File: config.mk
export PLATFORM = sky130hd
export DESIGN_NAME = rxbuf_status_pin
export DESIGN_NICKNAME = d
export VERILOG_FILES = /design/src/rtl/rxflag_pkg.sv /design/src/rtl/rxflag_cmd_detect.sv /design/src/rtl/rxflag_ptr_track.sv /design/src/rtl/rxflag_flag_mux.sv /design/src/rtl/rxbuf_status_pin.sv
export SDC_FILE = /design/constraint.sdc
export NUM_CORES = 1
export LEC_CHECK = 0
export BUFFER_PORTS_ARGS = -buffer_cell sky130_fd_sc_hd__buf_4
export CORE_ASPECT_RATIO = 0.5
export CORE_UTILIZATION = 45
export DETAILED_ROUTE_END_ITERATION = 16
export PLACE_DENSITY = 0.74
export RECOVER_POWER = 25
export SETUP_SLACK_MARGIN = 0.2
export SLEW_MARGIN = 30
export SYNTH_ARGS = -nofsm -noshare
export SYNTH_HDL_FRONTEND = slang
export SYNTH_SLANG_ARGS = --single-unit
File: constraint.sdc
create_clock -name clk -period 3.9 [get_ports clk]
set_clock_uncertainty 0.2 [all_clocks]
set_input_delay 0.39 -clock clk [delete_from_list [all_inputs] [get_ports clk]]
set_output_delay 0.39 -clock clk [all_outputs]
set_load 0.05 [all_outputs]
File: src/rtl/rxflag_pkg.sv
package rxflag_pkg;

    localparam int PTR_W = 8;
    localparam int LEN_W = 7;

    typedef enum logic [1:0] {
        BST_IDLE = 2'd0,
        BST_WAIT = 2'd1,
        BST_SHOW = 2'd2
    } burst_st_e;

    typedef struct packed {
        logic             len_known;
        logic [PTR_W-1:0] total;
        logic [PTR_W-1:0] wr_ptr;
        logic [PTR_W-1:0] rd_ptr;
    } ptr_view_t;

    function automatic logic is_burst_cmd(input logic [7:0] b,
                                          input logic [7:0] mask,
                                          input logic [7:0] code);
        return (b & mask) == code;
    endfunction

    function automatic logic [PTR_W-1:0] buffered_len(input logic [7:0] hdr);
        return PTR_W'(hdr[LEN_W-1:0]) + PTR_W'(1);
    endfunction

    function automatic logic in_trailer(input ptr_view_t v);
        return v.len_known && (v.rd_ptr >= v.total);
    endfunction

    function automatic logic next_missing(input ptr_view_t v);
        logic miss;
        if (!v.len_known) begin
            miss = 1'b1;
        end else if (in_trailer(v)) begin
            miss = 1'b0;
        end else begin
            miss = (v.rd_ptr >= v.wr_ptr);
        end
        return miss;
    endfunction

endpackage

File: src/rtl/rxflag_cmd_detect.sv
module rxflag_cmd_detect
    import rxflag_pkg::*;
#(
    parameter int         VALID_DLY = 4,
    parameter logic [7:0] CMD_MASK  = 8'hE0,
    parameter logic [7:0] CMD_CODE  = 8'h20
) (
    input  logic       clk,
    input  logic       rst,
    input  logic       cs_n,
    input  logic       mode_en,
    input  logic       byte_valid,
    input  logic [7:0] byte_in,
    output logic       burst_begin,
    output logic       rd_adv,
    output logic       burst_open,
    output logic       burst_show
);

    localparam int CNT_W = (VALID_DLY > 1) ? $clog2(VALID_DLY) : 1;

    burst_st_e        st_q;
    logic [CNT_W-1:0] cnt_q;
    logic             first_seen_q;

    always_comb begin
        burst_begin = byte_valid && !cs_n && !first_seen_q && mode_en &&
                      is_burst_cmd(byte_in, CMD_MASK, CMD_CODE);
        rd_adv      = byte_valid && !cs_n && first_seen_q && (st_q != BST_IDLE);
        burst_open  = (st_q != BST_IDLE);
        burst_show  = (st_q == BST_SHOW);
    end

    always_ff @(posedge clk) begin
        if (rst || cs_n) begin
            st_q         <= BST_IDLE;
            cnt_q        <= '0;
            first_seen_q <= 1'b0;
        end else begin
            if (byte_valid) begin
                first_seen_q <= 1'b1;
            end
            case (st_q)
                BST_IDLE: begin
                    if (burst_begin) begin
                        if (VALID_DLY == 0) begin
                            st_q <= BST_SHOW;
                        end else begin
                            st_q  <= BST_WAIT;
                            cnt_q <= CNT_W'(VALID_DLY - 1);
                        end
                    end
                end
                BST_WAIT: begin
                    if (cnt_q == '0) begin
                        st_q <= BST_SHOW;
                    end else begin
                        cnt_q <= cnt_q - CNT_W'(1);
                    end
                end
                BST_SHOW: begin
                    st_q <= BST_SHOW;
                end
                default: begin
                    st_q <= BST_IDLE;
                end
            endcase
        end
    end

endmodule

File: src/rtl/rxflag_ptr_track.sv
module rxflag_ptr_track
    import rxflag_pkg::*;
(
    input  logic       clk,
    input  logic       rst,
    input  logic       frame_start,
    input  logic       wr_stb,
    input  logic [7:0] wr_data,
    input  logic       burst_begin,
    input  logic       rd_adv,
    output ptr_view_t  view
);

    ptr_view_t v_q;

    assign view = v_q;

    always_ff @(posedge clk) begin
        if (rst || frame_start) begin
            v_q.len_known <= 1'b0;
            v_q.total     <= '0;
            v_q.wr_ptr    <= '0;
        end else if (wr_stb) begin
            if (!v_q.len_known) begin
                v_q.len_known <= 1'b1;
                v_q.total     <= buffered_len(wr_data);
                v_q.wr_ptr    <= PTR_W'(1);
            end else if (v_q.wr_ptr < v_q.total) begin
                v_q.wr_ptr <= v_q.wr_ptr + PTR_W'(1);
            end
        end
    end

    always_ff @(posedge clk) begin
        if (rst || burst_begin) begin
            v_q.rd_ptr <= '0;
        end else if (rd_adv && (v_q.rd_ptr != '1)) begin
            v_q.rd_ptr <= v_q.rd_ptr + PTR_W'(1);
        end
    end

endmodule

File: src/rtl/rxflag_flag_mux.sv
module rxflag_flag_mux
    import rxflag_pkg::*;
(
    input  logic      clk,
    input  logic      rst,
    input  logic      cs_n,
    input  logic      mode_en,
    input  logic      irq_pending,
    input  logic      rx_error,
    input  logic      burst_open,
    input  logic      burst_show,
    input  ptr_view_t view,
    output logic      err_lock,
    output logic      status_out
);

    logic err_q;
    logic indicator;

    assign err_lock = err_q;

    always_ff @(posedge clk) begin
        if (rst || cs_n) begin
            err_q <= 1'b0;
        end else if (burst_open && rx_error) begin
            err_q <= 1'b1;
        end
    end

    always_comb begin
        indicator = err_q || next_missing(view);
        if (burst_show && !cs_n && mode_en) begin
            status_out = indicator;
        end else begin
            status_out = irq_pending;
        end
    end

endmodule

File: src/rtl/rxbuf_status_pin.sv
module rxbuf_status_pin
    import rxflag_pkg::*;
#(
    parameter int         VALID_DLY = 4,
    parameter logic [7:0] CMD_MASK  = 8'hE0,
    parameter logic [7:0] CMD_CODE  = 8'h20
) (
    input  logic       clk,
    input  logic       rst,
    input  logic       mode_en,
    input  logic       irq_pending,
    input  logic       cs_n,
    input  logic       spi_byte_valid,
    input  logic [7:0] spi_byte,
    input  logic       rx_wr_stb,
    input  logic [7:0] rx_wr_data,
    input  logic       rx_frame_start,
    input  logic       rx_error,
    output logic       status_out
);

    logic      burst_begin;
    logic      rd_adv;
    logic      burst_open;
    logic      burst_show;
    logic      err_lock;
    ptr_view_t view;

    rxflag_cmd_detect #(
        .VALID_DLY (VALID_DLY),
        .CMD_MASK  (CMD_MASK),
        .CMD_CODE  (CMD_CODE)
    ) u_cmd (
        .clk         (clk),
        .rst         (rst),
        .cs_n        (cs_n),
        .mode_en     (mode_en),
        .byte_valid  (spi_byte_valid),
        .byte_in     (spi_byte),
        .burst_begin (burst_begin),
        .rd_adv      (rd_adv),
        .burst_open  (burst_open),
        .burst_show  (burst_show)
    );

    rxflag_ptr_track u_ptr (
        .clk         (clk),
        .rst         (rst),
        .frame_start (rx_frame_start),
        .wr_stb      (rx_wr_stb),
        .wr_data     (rx_wr_data),
        .burst_begin (burst_begin),
        .rd_adv      (rd_adv),
        .view        (view)
    );

    rxflag_flag_mux u_mux (
        .clk         (clk),
        .rst         (rst),
        .cs_n        (cs_n),
        .mode_en     (mode_en),
        .irq_pending (irq_pending),
        .rx_error    (rx_error),
        .burst_open  (burst_open),
        .burst_show  (burst_show),
        .view        (view),
        .err_lock    (err_lock),
        .status_out  (status_out)
    );

endmodule

**Word level (Yosys, flattened, before mapping)**

Index checks and enable logic that the tools add are counted.

- Input bits: 25
- Word-level logic and storage cells: 60
- Bits in registers: 31
- Output and inout port bits: 1

- Muxes and demuxes: 11
- Equality and inequality tests: 8
- Reduce and logical (&&, ||, !) cells: 25
- Magnitude comparators: 3
- Add/sub/neg operators: 4
- Bitwise gates (word level): 1

Operators by type and width:

| kind | number |
|---|---|
| 8-bit by 1-bit adder with 8-bit output (second input constant) | 2 |
| 8-bit greater-or-equal comparator | 2 |
| 8-bit 2-to-1 mux | 2 |
| 1-bit logical AND | 11 |
| 7-bit by 1-bit adder with 8-bit output (second input constant) | 1 |
| 8-bit < comparator | 1 |
| 2-bit 2-to-1 mux | 4 |
| 8-bit != test (second input constant) | 1 |
| 2-bit one-hot mux with 3 select lines | 1 |
| 2-bit AND reduction | 3 |
| 2-bit logical NOT | 2 |
| 1-bit logical OR | 4 |
| 2-bit by 1-bit != test with 1-bit output (second input constant) | 2 |
| 2-bit != test (second input constant) | 2 |
| 2-bit one-hot mux with 2 select lines | 1 |
| 2-bit nonzero test | 2 |
| 3-bit by 1-bit == test with 1-bit output (second input constant) | 1 |
| 1-bit 2-to-1 mux | 3 |
| 3-bit AND reduction | 1 |
| 2-bit by 1-bit == test with 1-bit output (second input constant) | 1 |
| 2-bit == test (second input constant) | 1 |
| 1-bit logical NOT | 2 |
| 2-bit by 1-bit subtractor with 2-bit output (second input constant) | 1 |
| 1-bit inverter | 1 |

**Longest topological paths before layout**

Gate-level depths: netlist (run 1).

- Depth in word-level cells: 7
- Depth in mapped cells: 7
- Gate-level depth less buffers: 7

**By module**

Synthesis (run 1) repeated with hierarchy kept, for this count alone.

- Cell total of the unflattened synthesis: 262
- Area total of the unflattened synthesis: 2243.4 sq um

By module, submodules not included:

| module | area an instance (sq um) | times used | cells each |
|---|---|---|---|
| rxflag_ptr_track | 1431.4 | 1 | 161 |
| rxflag_flag_mux | 441.7 | 1 | 58 |
| rxflag_cmd_detect | 370.4 | 1 | 43 |

**Least setup slack after synthesis (run 1)**

OpenSTA, ideal clock, no wires.

- Path type: reg-to-output
- Start: reg u_ptr.v_q, in the netlist u_ptr.view[0]
- End: out status_out
- Cell stages (with the launch flop): 8
- Arrival: 2398 ps
- Buffers on the path: 0
- Slack: 912 ps
- Cell sequence: dfxtp_1 > inv_1 > ha_1 > nand2b_1 > a21o_1 > a211oi_1 > o31ai_1 > o21ai_0

- Cells in the longest elaborated chain, start to end: 6

RTL lines:

| what | RTL line | RTL |
|---|---|---|
| start, declared | rxflag_ptr_track.sv:14 | `ptr_view_t v_q;` |
| 8-bit greater-or-equal comparator | rxflag_pkg.sv:30 | `return v.len_known && (v.rd_ptr >= v.total);` |
| 1-bit logical AND | rxflag_pkg.sv:30 |  |
| 1-bit 2-to-1 mux * | rxflag_pkg.sv:37 | `end else if (in_trailer(v)) begin` |
| 1-bit 2-to-1 mux * | rxflag_pkg.sv:35 | `if (!v.len_known) begin` |
| 1-bit logical OR * | rxflag_flag_mux.sv:31 | `indicator = err_q \|\| next_missing(view);` |
| 1-bit 2-to-1 mux * | rxflag_flag_mux.sv:32 | `if (burst_show && !cs_n && mode_en) begin` |
| end, declared | rxbuf_status_pin.sv:19 | `output logic status_out` |

Every way passes the cells marked *; elsewhere a longest branch is shown, timed or not.

**Worst setup path after layout (run 1)**

Same ends and word-level chain as after synthesis.

==> impl_metrics.ini, run 1 <==
[clock_network]
ctsHoldBuffers = 0
h-tree-depth = 2
clk_pin_slew_worst_paths_ns = 0.06
tritoncts = done
numCtsBuffers = 5
clock_sinks = 31
insertion_delay_ns = 0.29
post_cts_buffers = 0
cts_resized = 0
clock-root-buffer = clkbuf_8
clockBufferDepth = 2

[global_routing]
grt_pass1_vias = 1735
grt_first_pass_wirelength_um = 7720
gr-usage-all-layers_pct = 20.1
grt_remaining_overflow = 0
antenna_found_initial = 0
grt_max_degree = 20

[critical_path]
cp-start-kind = flip-flop
path_class = reg2out
end_kind = output port
cpPeakStageDelay_ns = 0.39
crit_chain = inv_1, ha_1, nand2b_1, a21o_1, a211oi_1, o31ai_1, o21ai_0, buf_4
crit_slowest_cell = dfxtp_1
worst_ep_arrival_time_ns = 2.24
required_ns = 3.31
crit_path_max_fanout = 4

[final_layout]
final_cells = 328
diodes = 0
area_delta_synth_final_pct = 12.7
nets = 327
drive_above_1_share_pct = 11.4
fillCellCount = 411
design_area_mm2 = 0.00237

[sta]
holdWs_ns = 0.101
max_freq_mhz = 354
rsz0062_at_grt = false
slew_violations = 0
finalSetupTns_ns = 0
setup_viol = 0
period_needed_ns = 2.83
final_hold_viol_count = 0
min_period_over_period_pct = 72.5
tightest_slew_ns = 1.14
relSlewSlack_pct = 23.9
fin_ws_ns = 1.07

[place]
post-place-ws_ns = 1.41
gp_congestion = 0.884
dp_cells = 322
dpl_cell_area_mm2 = 0.00230
hpwl_um = 3500
port_buffers = 19

[route]
via_per_inst = 5.57
postRouteWirelength_um = 4480
drtPass1Iterations = 4
via_count = 1827
drc = 0
drt_iter0_drc = 85
detail-route-antenna-nets = 0
drt-wirelength-per-cell_um = 13.7

[floorplanning]
die_area_mm2 = 0.00497
rows = 17
core_mm2 = 0.00445
start_util_pct = 47.3
die_h_um = 50.3
ios = 26
die_x_um = 98.7

[synthesis]
yosysMostFrequentCell = dfxtp_1
synth_area_leader_cell = dfxtp_1
yosysWarnings = 0
syn_area_mm2 = 0.00210
synth_common_cells = dfxtp_1 (31), ha_1 (30), nor2_1 (26)
synth_area_leaders = dfxtp_1 (30%), ha_1 (18%), nor2_1 (4.6%)
seq_area_frac_synth_pct = 29.5
async_reset_ff_share_pct = 0
synth_nets = 306
synth_ff_type = dfxtp_1
synth_cell_types = 43
synth_edf_count = 0
synth_top_area_share_pct = 29.5
syn_avg_cell_area_um2 = 8.38
syn_inst = 251
synth_seq_cells = 31

[power]
p_leak_nw = 0.918
powerDensity_mw_per_mm2 = 269
ir_drop_v = 0.000110

[job]
cap_violations = 0

[worst_hold_path]
hold_path_class = in2reg

[outcome]
outcome = finished clean
[sequential cells by signal, summed over array words and instances (netlist names)]
name,flops
u_cmd.cnt_q,2
u_mux.err_lock,1
u_cmd.st_q,2
u_ptr.view,25
u_cmd.first_seen_q,1
[worst max-delay path: cells and delay by family (launching register included)]
family                   cells  cell delay [ns]
adder cells (fa/ha/maj)      1             0.29
buffers and inverters        2             0.32
AO/OA/AOI/OAI                4             0.82
AND/OR/NAND/NOR              1             0.14
flip-flops                   1             0.39
[metal layers]
layer / global-route usage, % / routed length, um / up-vias / part of all wire, %
li1: - / - / 947 / -
met1: 25.1 / 2220 / 827 / 50
met2: 32.6 / 1930 / 42 / 43
met3: 4.46 / 233 / 11 / 5.2
met4: 11.2 / 97 / 0 / 2.2
met5: 0 / 0 / - / 0
[final timing paths]
kind             startpoint              to  slack (ns)  depth (start not counted)
min           rx_wr_data[0]  u_ptr.view[16]        0.10                          2
max           u_ptr.view[0]      status_out        1.07                          8
max reg2reg  u_ptr.view[14]  u_ptr.view[14]        1.73                          6
min reg2reg  u_ptr.view[17]  u_ptr.view[17]        0.26                          2
[cells by family after synthesis]
kind of cell               Yosys count  synth area share [%]
muxes                                2                 0.952
and+or+nand+nor                     92                  21.7
adders and majority gates           30                  17.8
DFF                                 31                  29.5
xor gates and xnor gates            11                  4.58
buffers and inverters               30                  5.35
AOI/OAI and AO/OA                   55                  20.0
[stage by stage]
stage	total power [W]	utilization, %
3_3_place_gp	0.000412	51.7
4_1_cts	0.000640	53.3
3_5_place_dp	0.000414	51.7
5_1_grt	0.000665	53.3
2_1_floorplan	0.000384	-
6_report	0.000638	53.3
[where the power goes]
group | internal [W] | switching, W
Clock | 0.000119 | 0.000112
Combinational | 0.0000338 | 0.0000468
Sequential | 0.000322 | 0.00000518
[layout make-up]
cell class                      instances  area (um^2)  area share, %
Multi-Input combinational cell        190         1370           57.9
Sequential cell                        31          621           26.2
Timing Repair Buffer                   19          139           5.86
Inverter                               25         93.8           3.96
Clock buffer                            6         72.6           3.06
Tap cell                               57         71.3           3.01
[placed cells by master, fill, tap and decap left out, types with 2 or more instances in the layout]
cell	n
a211oi_1	10
a21o_1	6
a21oi_1	9
a21oi_2	2
a32o_1	2
and3_1	2
buf_4	18
clkbuf_1	2
clkbuf_8	5
dfxtp_1	31
ha_1	30
inv_1	25
mux2i_1	2
nand2_1	14
nand2b_1	6
nand3_1	10
nand3b_1	2
nand4_1	6
nor2_1	26
nor2b_1	3
nor3_1	15
nor4_1	2
o211ai_1	2
o21ai_0	8
o31ai_1	2
or3_1	2
xnor2_1	6
xor2_1	5
Power figures use the tool's default switching activity.
==> run 2, diff against run 1 <==
==> constraint.sdc (replaced) <==
create_clock -name clk -period 2.9 [get_ports clk]
set_clock_uncertainty 0.2 [all_clocks]
set_input_delay 0.29 -clock clk [delete_from_list [all_inputs] [get_ports clk]]
set_output_delay 0.29 -clock clk [all_outputs]
set_load 0.05 [all_outputs]
==> run 2 against run 1 <==
  * First-iteration DRC count down 11%
  * Combinational power up 40%
  * Power up 37%
  * Wire length up 5.3%
  * Die area unchanged
  * Flip-flop and latch count unchanged
  * Sequential power up 35%
  * Final cell count up 1.2%
  * Largest cell class unchanged
  * Highest routed layer unchanged
==> impl_metrics.ini, run 2 (same netlist as run 1, synthesis figures left out) <==
[critical_path]
worst_ep_arrival_time_ns = 2.09
crit_path_max_fanout = 4
crit_slowest_cell = dfxtp_2
end_kind = output port
cp-start-kind = flip-flop
r2r_cells = 6
rr_endpoint = u_ptr.view[14]
required_ns = 2.41
crit_chain = inv_1, ha_1, nand2b_1, a211oi_2, o21bai_1, a221oi_2, o21ai_1, buf_4
rrSetupSlack_ns = 0.69
cpPeakStageDelay_ns = 0.37
path_class = reg2out
rr_startpoint = u_ptr.view[14]

[sta]
min_period_over_period_pct = 88.9
relSlewSlack_pct = 25.5
period_needed_ns = 2.58
rsz0062_at_grt = false
finalSetupTns_ns = 0
setup_viol = 0
final_hold_viol_count = 0
fin_ws_ns = 0.322
tightest_slew_ns = 1.12
max_freq_mhz = 388
slew_violations = 0

[clock_network]
clock-root-buffer = clkbuf_8
h-tree-depth = 2
numCtsBuffers = 5
insertion_delay_ns = 0.28
clk_pin_slew_worst_paths_ns = 0.06
clock_sinks = 31
tritoncts = done
clockBufferDepth = 2
post_cts_buffers = 0

[final_layout]
area_delta_synth_final_pct = 14.7
fillCellCount = 403
nets = 329
drive_above_1_share_pct = 13.5
largest_register_ffs = 25
layout_common_cells = ha_1 (30), dfxtp_1 (29), nor2_1 (26), inv_1 (25), buf_4 (19)
final_cells = 332
diodes = 0
final_common_cell = ha_1
design_area_mm2 = 0.00241

[global_routing]
antenna_found_initial = 0
grt_max_degree = 20
grt_pass1_vias = 1738
gr-usage-all-layers_pct = 20.4
grt_remaining_overflow = 0
grt_first_pass_wirelength_um = 7760

[floorplanning]
die_x_um = 98.7
ios = 26
rows = 17
start_util_pct = 47.3
die_h_um = 50.3
core_mm2 = 0.00445
die_area_mm2 = 0.00497

[place]
port_buffers = 19
dpl_cell_area_mm2 = 0.00231
dp_cells = 323
post-place-ws_ns = 0.551
gp_congestion = 0.882
hpwl_um = 3630

[power]
p_leak_nw = 0.934
powerDensity_mw_per_mm2 = 363
power_w = 0.000876
ir_drop_v = 0.000149

[route]
postRouteWirelength_um = 4720
drtPass1Iterations = 4
drt_iter0_drc = 76
detail-route-antenna-nets = 0
via_count = 1873
via_per_inst = 5.64
drt-wirelength-per-cell_um = 14.2
drc = 0

[worst_hold_path]
min-delay-start = cs_n
hold_depth = 2
min_to = u_cmd.first_seen_q
hold_path_class = in2reg

[outcome]
outcome = finished clean

[job]
cap_violations = 0
run 2: cell types whose count changed in the layout (fill, tap and decap cells not counted), sizes merged:
cell	delta
clkbuf	+1
buf	+1
dlygate4sd3	+1
clkinv	+1
run 2: where the power goes:
group	total [W]	internal, W	leakage (nW)	switching [W]
Clock	0.000323	0.000168	0.0422	0.000155
Combinational	0.000113	0.0000483	0.640	0.0000646
Sequential	0.000440	0.000433	0.252	0.00000683
Total	0.000876	0.000649	0.934	0.000227
run 2: how the worst max path moves through the flow:
stage / start / endpoint / slack (ns)
after floorplan: u_ptr.view[0] / status_out / 0.39
after global placement: u_ptr.view[0] / status_out / 0.59
after detailed placement: u_ptr.view[0] / status_out / 0.55
after CTS: u_ptr.view[0] / status_out / 0.24
after global routing: u_ptr.view[0] / status_out / 0.25
final: u_ptr.view[0] / status_out / 0.32
run 2: area by class of cell:
| class | count | area (um^2) | area share [%] |
|---|---|---|---|
| clock buffers | 7 | 76.3 | 3.16 |
| clock inverters | 1 | 5.00 | 0.207 |
| inverters | 25 | 93.8 | 3.89 |
| multi-input cells | 190 | 1390 | 57.5 |
| flip-flops and latches | 31 | 623 | 25.8 |
| well taps | 57 | 71.3 | 2.96 |
| repair buffers | 21 | 156 | 6.48 |
run 2: metal layers:
layer  global-route usage (%)  vias to the layer above  share of wire, %
met2                     35.6                       58                47
met4                     8.46                        0              0.95
met1                     24.5                      863                47
li1                         -                      947                 -
met5                        0                        -                 0
met3                     5.01                        5               4.7
run 2: what timing repair did:
| item | 4_1_cts | 5_1_grt |
|---|---|---|
| gates resized for setup | 0 | 5 |
| hold buffers | 1 | 0 |
| setup endpoints to repair | 0 | 1 |
| hold endpoints to repair | 1 | 0 |
run 2: through the flow:
step	hold WS [ns]	utilization, %
after floorplan	0.186	-
after global placement	0.247	51.9
after detailed placement	0.256	51.9
after CTS	0.0381	53.9
after global routing	0.0417	54.3
final	0.0397	54.3
run 2: critical path: cells and delay by family (launching register included):
kind,cells,cell delay (ns)
adders and majority gates,1,0.28
buffers and inverters,2,0.27
DFF,1,0.37
AOI/OAI and AO/OA,4,0.73
and+or+nand+nor,1,0.16
==> run 3, diff against run 2 <==
--- a/config.mk
+++ b/config.mk
@@ -9,7 +9,7 @@
 export CORE_ASPECT_RATIO = 0.5
 export CORE_UTILIZATION = 45
 export DETAILED_ROUTE_END_ITERATION = 16
-export PLACE_DENSITY = 0.74
+export PLACE_DENSITY = 0.65
 export RECOVER_POWER = 25
 export SETUP_SLACK_MARGIN = 0.2
 export SLEW_MARGIN = 30
==> run 3 against run 2 <==
  * Via count fell by 0.75%
  * Combinational power about the same
  * Power grew 0.15%
  * Register-to-register slack improved by 0.03 ns
  * Global-route usage decreased by 0.75 points
  * Cell area decreased by 0.36%
  * Sequential power about the same
  * Clock power increased by 1%
  * Sequential share of layout area about the same
  * Non-clock buffer count is the same
  * Clock-buffer cell count is 2 lower
  * Flip-flop and latch count did not move
  * Highest routed layer unchanged
==> impl_metrics.ini, run 3 (same netlist as run 1, synthesis figures left out) <==
[outcome]
outcome = finished clean

[critical_path]
rr_startpoint = u_ptr.view[14]
rr_endpoint = u_ptr.view[14]
r2r_cells = 6
rrSetupSlack_ns = 0.72
path_class = reg2out
crit_path_max_fanout = 4
end_kind = output port
worst_ep_arrival_time_ns = 2.07
required_ns = 2.41
cp-start-kind = flip-flop

[clock_network]
clock-root-buffer = clkbuf_8
h-tree-depth = 2
numCtsBuffers = 5
insertion_delay_ns = 0.28
tritoncts = done
clock_sinks = 31
clk_pin_slew_worst_paths_ns = 0.07
clockBufferDepth = 2

[route]
via_per_inst = 5.60
drtPass1Iterations = 4
detail-route-antenna-nets = 0
drt_iter0_drc = 54
drt-wirelength-per-cell_um = 13.9
postRouteWirelength_um = 4620
via_count = 1859
drc = 0

[final_layout]
layout_common_cells = ha_1 (30), dfxtp_1 (30), nor2_1 (26), inv_1 (25), buf_4 (19)
area_delta_synth_final_pct = 14.3
drive_above_1_share_pct = 13.1
postLayoutCoreUtil_pct = 54.1
diodes = 0
nets = 329
largest_register_ffs = 25
multi_input_area_mm2 = 0.00138
register_area_um2 = 622
fillCellCount = 415

[sta]
relSlewSlack_pct = 27.7
min_period_over_period_pct = 88.2
final_hold_viol_count = 0
max_freq_mhz = 391
setup_viol = 0
rsz0062_at_grt = false
slew_violations = 0
tightest_slew_ns = 1.08
finalSetupTns_ns = 0
period_needed_ns = 2.56

[job]
cap_violations = 0

[place]
port_buffers = 19
hpwl_um = 3600
gp_congestion = 0.787

[floorplanning]
die_area_mm2 = 0.00497
start_util_pct = 47.3
ios = 26
core_mm2 = 0.00445
die_h_um = 50.3
rows = 17
die_x_um = 98.7

[global_routing]
gr-usage-all-layers_pct = 19.6
antenna_found_initial = 0
grt_pass1_vias = 1701
grt_max_degree = 20
grt_first_pass_wirelength_um = 7660
grt_remaining_overflow = 0

[power]
internal_power_w = 0.000644
clkPwrFrac_pct = 37.3
comb_power_share_pct = 12.6
ir_drop_v = 0.000161
switching_share_pct = 26.6
powerDensity_mw_per_mm2 = 365
p_leak_nw = 0.935
seq_power_share_pct = 50.1
p_switching_w = 0.000234

[worst_hold_path]
hold_depth = 2
min-delay-start = cs_n
min_to = u_cmd.first_seen_q
hold_path_class = in2reg
[run 3: area by class of cell]
cell class | instances | share of cell area [%]
inverters | 25 | 3.90
clock inverters | 3 | 0.625
multi-input cells | 190 | 57.3
flip-flops and latches | 31 | 25.9
well taps | 57 | 2.97
clock buffers | 5 | 2.86
repair buffers | 21 | 6.51
[run 3: power groups by stage]
stage               clock (W)  combinational (W)  sequential [W]
floorplan                   0          0.0000690        0.000447
global placement            0           0.000108        0.000449
detailed placement          0           0.000110        0.000449
CTS                  0.000333           0.000112        0.000440
global route         0.000351           0.000123        0.000441
finish               0.000327           0.000110        0.000440
[run 3: how the worst max path moves through the flow]
stage | start | slack, ns | end
2_1_floorplan | u_ptr.view[0] | 0.39 | status_out
3_3_place_gp | u_ptr.view[0] | 0.58 | status_out
3_5_place_dp | u_ptr.view[0] | 0.57 | status_out
4_1_cts | u_ptr.view[0] | 0.25 | status_out
5_1_grt | u_ptr.view[5] | 0.21 | status_out
6_report | u_ptr.view[0] | 0.34 | status_out
[run 3: through the flow]
| stage | total power (W) | std cells | worst slack, ns | hold WS, ns | instance area, um^2 |
|---|---|---|---|---|---|
| after floorplan | 0.000516 | 251 | 0.388 | 0.186 | 2100 |
| after global placement | 0.000557 | 323 | 0.582 | 0.246 | 2310 |
| after detailed placement | 0.000560 | 323 | 0.566 | 0.253 | 2310 |
| after CTS | 0.000884 | 332 | 0.247 | 0.0431 | 2400 |
| after global routing | 0.000915 | 332 | 0.211 | 0.0551 | 2400 |
| final | 0.000878 | 332 | 0.343 | 0.0441 | 2400 |
[run 3: worst max-delay path, stage by stage, from the launching register on]
cell and delay [ns]:
dfxtp_2 0.36, inv_1 0.07, ha_1 0.29, nand2b_1 0.14, a21o_1 0.18, a211oi_1 0.30, o31ai_1 0.12, o21ai_1 0.13
buf_4 0.21
[run 3: routing by layer]
layer / vias to the layer above / track usage, % / share of wire (%)
met3: 8 / 4.87 / 3.8
li1: 948 / - / -
met5: - / 0 / 0
met4: 0 / 5.47 / 1.1
met1: 863 / 24.4 / 48
met2: 40 / 34.4 / 47
[run 3: what timing repair did]
| item | CTS | global route |
|---|---|---|
| endpoints found under the hold margin | 1 | 0 |
| setup buffers | 0 | 0 |
| setup endpoints to repair | 0 | 1 |
| resized for setup | 0 | 2 |
| hold buffers | 1 | 0 |
